File: config.mk
export PLATFORM = sky130hd
export DESIGN_NAME = edge_pulse_iso_codec
export DESIGN_NICKNAME = d
export VERILOG_FILES = /design/src/rtl/edge_pulse_iso_codec.sv
export SDC_FILE = /design/constraint.sdc
export NUM_CORES = 1
export LEC_CHECK = 0
export BUFFER_PORTS_ARGS = -buffer_cell sky130_fd_sc_hd__buf_2
export CAP_MARGIN = 15
export CELL_PAD_IN_SITES_DETAIL_PLACEMENT = 1
export CELL_PAD_IN_SITES_GLOBAL_PLACEMENT = 2
export CORE_MARGIN = 2
export CORE_UTILIZATION = 34
export CTS_CLUSTER_SIZE = 30
export DETAILED_ROUTE_END_ITERATION = 10
export GPL_TIMING_DRIVEN = 0
export PLACE_DENSITY_LB_ADDON = 0.1
export SETUP_SLACK_MARGIN = 0.02
export SLEW_MARGIN = 40
export SYNTH_ARGS = -nofsm -noshare
export SYNTH_HDL_FRONTEND = slang
export SYNTH_SLANG_ARGS = --single-unit
File: constraint.sdc
create_clock -name clk -period 1.8 [get_ports clk]
set_clock_uncertainty 0.15 [all_clocks]
set_input_delay 0.18 -clock clk [delete_from_list [all_inputs] [get_ports clk]]
set_output_delay 0.18 -clock clk [all_outputs]
set_load 0.03 [all_outputs]
File: src/rtl/edge_pulse_iso_codec.sv
module edge_pulse_iso_codec #(
  parameter int PULSE_W     = 3,
  parameter int REFRESH_CYC = 50,
  parameter int TIMEOUT_CYC = 200,
  parameter bit DEFAULT_LVL = 1'b0
) (
  input  logic clk,
  input  logic rst_n,
  input  logic din,
  output logic tx_set,
  output logic tx_clr,
  input  logic rx_set,
  input  logic rx_clr,
  output logic dout,
  output logic fault,
  output logic proto_err
);
  localparam int PW = $clog2(PULSE_W + 1);
  localparam int RW = (REFRESH_CYC > 2) ? $clog2(REFRESH_CYC) : 1;
  localparam int TW = (TIMEOUT_CYC > 2) ? $clog2(TIMEOUT_CYC) : 1;
  localparam logic [PW-1:0] P_LEN  = PW'(PULSE_W);
  localparam logic [RW-1:0] R_LAST = RW'(REFRESH_CYC - 1);
  localparam logic [TW-1:0] T_LAST = TW'(TIMEOUT_CYC - 1);

  logic          din_q, pol;
  logic [PW-1:0] pcnt;
  logic [RW-1:0] rcnt;
  logic [TW-1:0] wcnt;

  wire edge_seen = din ^ din_q;
  wire busy      = pcnt != '0;
  wire conflict  = rx_set & rx_clr;
  wire valid     = rx_set ^ rx_clr;

  assign tx_set = busy & pol;
  assign tx_clr = busy & ~pol;

  always_ff @(posedge clk) begin
    if (!rst_n) begin
      din_q <= 1'b0;
      pol   <= 1'b0;
      pcnt  <= '0;
      rcnt  <= '0;
    end else begin
      din_q <= din;
      if (edge_seen) begin
        pcnt <= P_LEN;
        pol  <= din;
        rcnt <= '0;
      end else if (busy) begin
        pcnt <= pcnt - 1'b1;
        rcnt <= '0;
      end else if (rcnt == R_LAST) begin
        pcnt <= P_LEN;
        pol  <= din_q;
        rcnt <= '0;
      end else begin
        rcnt <= rcnt + 1'b1;
      end
    end
  end

  always_ff @(posedge clk) begin
    if (!rst_n) begin
      dout      <= DEFAULT_LVL;
      fault     <= 1'b1;
      wcnt      <= '0;
      proto_err <= 1'b0;
    end else begin
      proto_err <= conflict;
      if (valid) begin
        dout  <= rx_set;
        fault <= 1'b0;
        wcnt  <= '0;
      end else if (wcnt == T_LAST && !conflict) begin
        dout  <= DEFAULT_LVL;
        fault <= 1'b1;
      end else if (wcnt != T_LAST) begin
        wcnt <= wcnt + 1'b1;
      end
    end
  end
endmodule

==> results.yml <==
clock_network:
  cts_setup_buffers: 0
  root_buffer: "clkbuf_4"
  cts_tree: "built"
  htreeDepth: 1
  numCtsBuffers: 3
  clock_latency_ps: 300
  path_clk_slew_ps: 110
  cts_sinks: 21
  cts_buffer_depth: 2
yosys:
  synth_edf_count: 0
  synth_seq_cells: 21
  synthArstFlopShare_pct: 0
  synth_area_sq_um: 993
  synth_cells: 110
  synth_cell_types: 32
  ys_seq_area_share_pct: 42.3
  synth_fp_nets: 123
  yosys_warnings: 0
  ys.flop_type: "dfxtp_1"
  postSynthAreaPerCell_sq_um: 9.03
layout:
  final_cells: 155
  final_cell_mix: "dfxtp_1, nor2_1, nand2_1, buf_2"
  area_growth_syn_to_layout_pct: 12.8
  ff_latch_area_sq_um: 420
  final_common_cell: "dfxtp_1"
  finish.utilization_pct: 40.7
  multi_input_area_sq_um: 546
  nets: 138
  n_fill_cell: 344
  drive_gt1_share_pct: 12.9
  antennaDiodeCount: 0
drt:
  wl_per_cell_um: 12.2
  via_count: 814
  final_antenna_net_count: 0
  vias_per_cell: 5.25
  firstDrtPassIters: 3
  drc_errors: 0
  drt_iter0_markers: 5
  wl_mm: 1.90
worst_setup_path:
  reg2reg_from: "wcnt[0]$_SDFFE_PP0P_"
  r2r_setup_slack_ps: 220
  critPathLaunchType: "flop"
  crit_path_end: "tx_set"
  worstPathMaxFanout: 8
  crit_required_ps: 1470
  r2r_end: "dout$_SDFFE_PN0P_"
  worstSetupPathType: "flop to output pin"
  r2r_cells: 4
  arrival_ps: 1320
  cp-startpoint: "pcnt[0]$_SDFFE_PN0P_"
  endpoint_kind: "output pin"
power:
  leakage_nw: 0.430
  p_per_area_nw_per_um2: 755
  total_power_w: 0.000847
  vdd_drop_max_mv: 0.371
timing:
  fmax_mhz: 608
  setup_viol: 0
  fin_crit_ps: 1650
  rsz0062_at_grt: "true"
  fin_tns_setup_ps: 0
  whs_ps: 153
  hold_viol: 0
  relSlewSlack_pct: 72.7
  worstMarginPinSlew_ps: 410
  fin_crit_sh_pct: 91.4
  slew_viol_final: 0
floorplanning:
  core_sq_um: 2760
  initial_utilization_pct: 36.0
  dieArea_sq_um: 3370
  rows: 19
  dieWidth_um: 58.1
  io_pins: 10
  die_y_um: 58.1
global_routing:
  antenna_found_initial: 0
  grt_pass1_wl_mm: 3.33
  grtUsageTotal_pct: 12.8
  overflow: 0
  grt_start_max_net_pins: 13
  grt_pass1_vias: 795
flow_run:
  cap_violations: 0
min_path:
  worstHoldPathType: "primary input to flop"
  min_path_cells: 3
place:
  dp_cells: 150
  place_congestion: 0.719
  io_buffers: 9
  place_hpwl_mm: 1.43
outcome:
  outcome: "finished clean"
==> synth_stat cells (2+ instances only) <==
cell | count | area, sq um
inv_1 | 8 | 30.0
nand3_1 | 7 | 35.0
o2111ai_1 | 2 | 17.5
xor2_1 | 4 | 35.0
dfxtp_1 | 21 | 420
mux2i_1 | 2 | 20.0
xnor2_1 | 2 | 17.5
nor2_1 | 9 | 33.8
nand2_1 | 9 | 33.8
ha_1 | 8 | 100
o21ai_0 | 8 | 40.0
or3_1 | 3 | 18.8
and2_1 | 2 | 12.5
nand4_1 | 2 | 12.5
a21oi_1 | 5 | 25.0
nor3_1 | 2 | 10.0
==> worst min path at each step <==
stage / from / to / slack [ps]
global placement: din / din_q$_SDFF_PN0_ / 270
finish: rx_clr / proto_err$_SDFF_PN0_ / 150
global route: rx_clr / proto_err$_SDFF_PN0_ / 150
floorplan: din / din_q$_SDFF_PN0_ / 160
detailed placement: din / din_q$_SDFF_PN0_ / 290
CTS: rx_clr / proto_err$_SDFF_PN0_ / 130
==> power breakdown <==
group / total (W) / leakage (nW) / switching [W] / internal, W
Sequential: 0.000495 / 0.171 / 0.0000110 / 0.000484
Clock: 0.000229 / 0.0177 / 0.000146 / 0.0000827
Combinational: 0.000123 / 0.241 / 0.0000762 / 0.0000471
Total: 0.000847 / 0.430 / 0.000233 / 0.000614
==> stage by stage <==
stage,cell area (sq um),setup WS [ps]
global placement,1080,168
detailed placement,1080,124
CTS,1110,106
global route,1120,21.4
floorplan,993,370
finish,1120,155
==> logic make-up after synthesis <==
family	Yosys count	synth area share (%)
xor+xnor	6	5.29
compound gates	22	14.6
simple gates	42	22.3
fa+ha+maj	8	10.1
buf+inv	9	3.40
mux	2	2.02
flops	21	42.3
==> sequential cells by signal (all words and copies together), names as in the netlist <==
| signal | count |
|---|---|
| wcnt | 8 |
| pol | 1 |
| din_q | 1 |
| proto_err | 1 |
| rcnt | 6 |
| fault | 1 |
| pcnt | 2 |
| dout | 1 |
==> repair_timing <==
action	4_1_cts	5_1_grt
resized for setup	0	1
setup endpoints to repair	0	6
endpoints found under the hold margin	1	0
hold buffers	1	0
==> final cells by class <==
type	instances	area share [%]
Buffer	1	0.335
Clock buffer	3	2.01
Clock inverter	1	0.446
Inverter	8	2.68
Multi-Input combinational cell	80	48.7
Sequential cell	21	37.5
Tap cell	31	3.46
Timing Repair Buffer	10	4.91
==> worst max-delay path, cell delays in order, from the launching register on <==
cell	delay [ps]
dfxtp_1	340
inv_1	60
ha_1	300
nor2b_1	130
buf_2	200
==> metal layers <==
metal	vias to the layer above	track usage, %	wire length (um)
li1	418	-	-
met1	391	14.5	903
met2	3	23.4	942
met3	2	2.68	32
met4	0	4.98	18
met5	-	0	0
(Power assumes the default switching activity.)
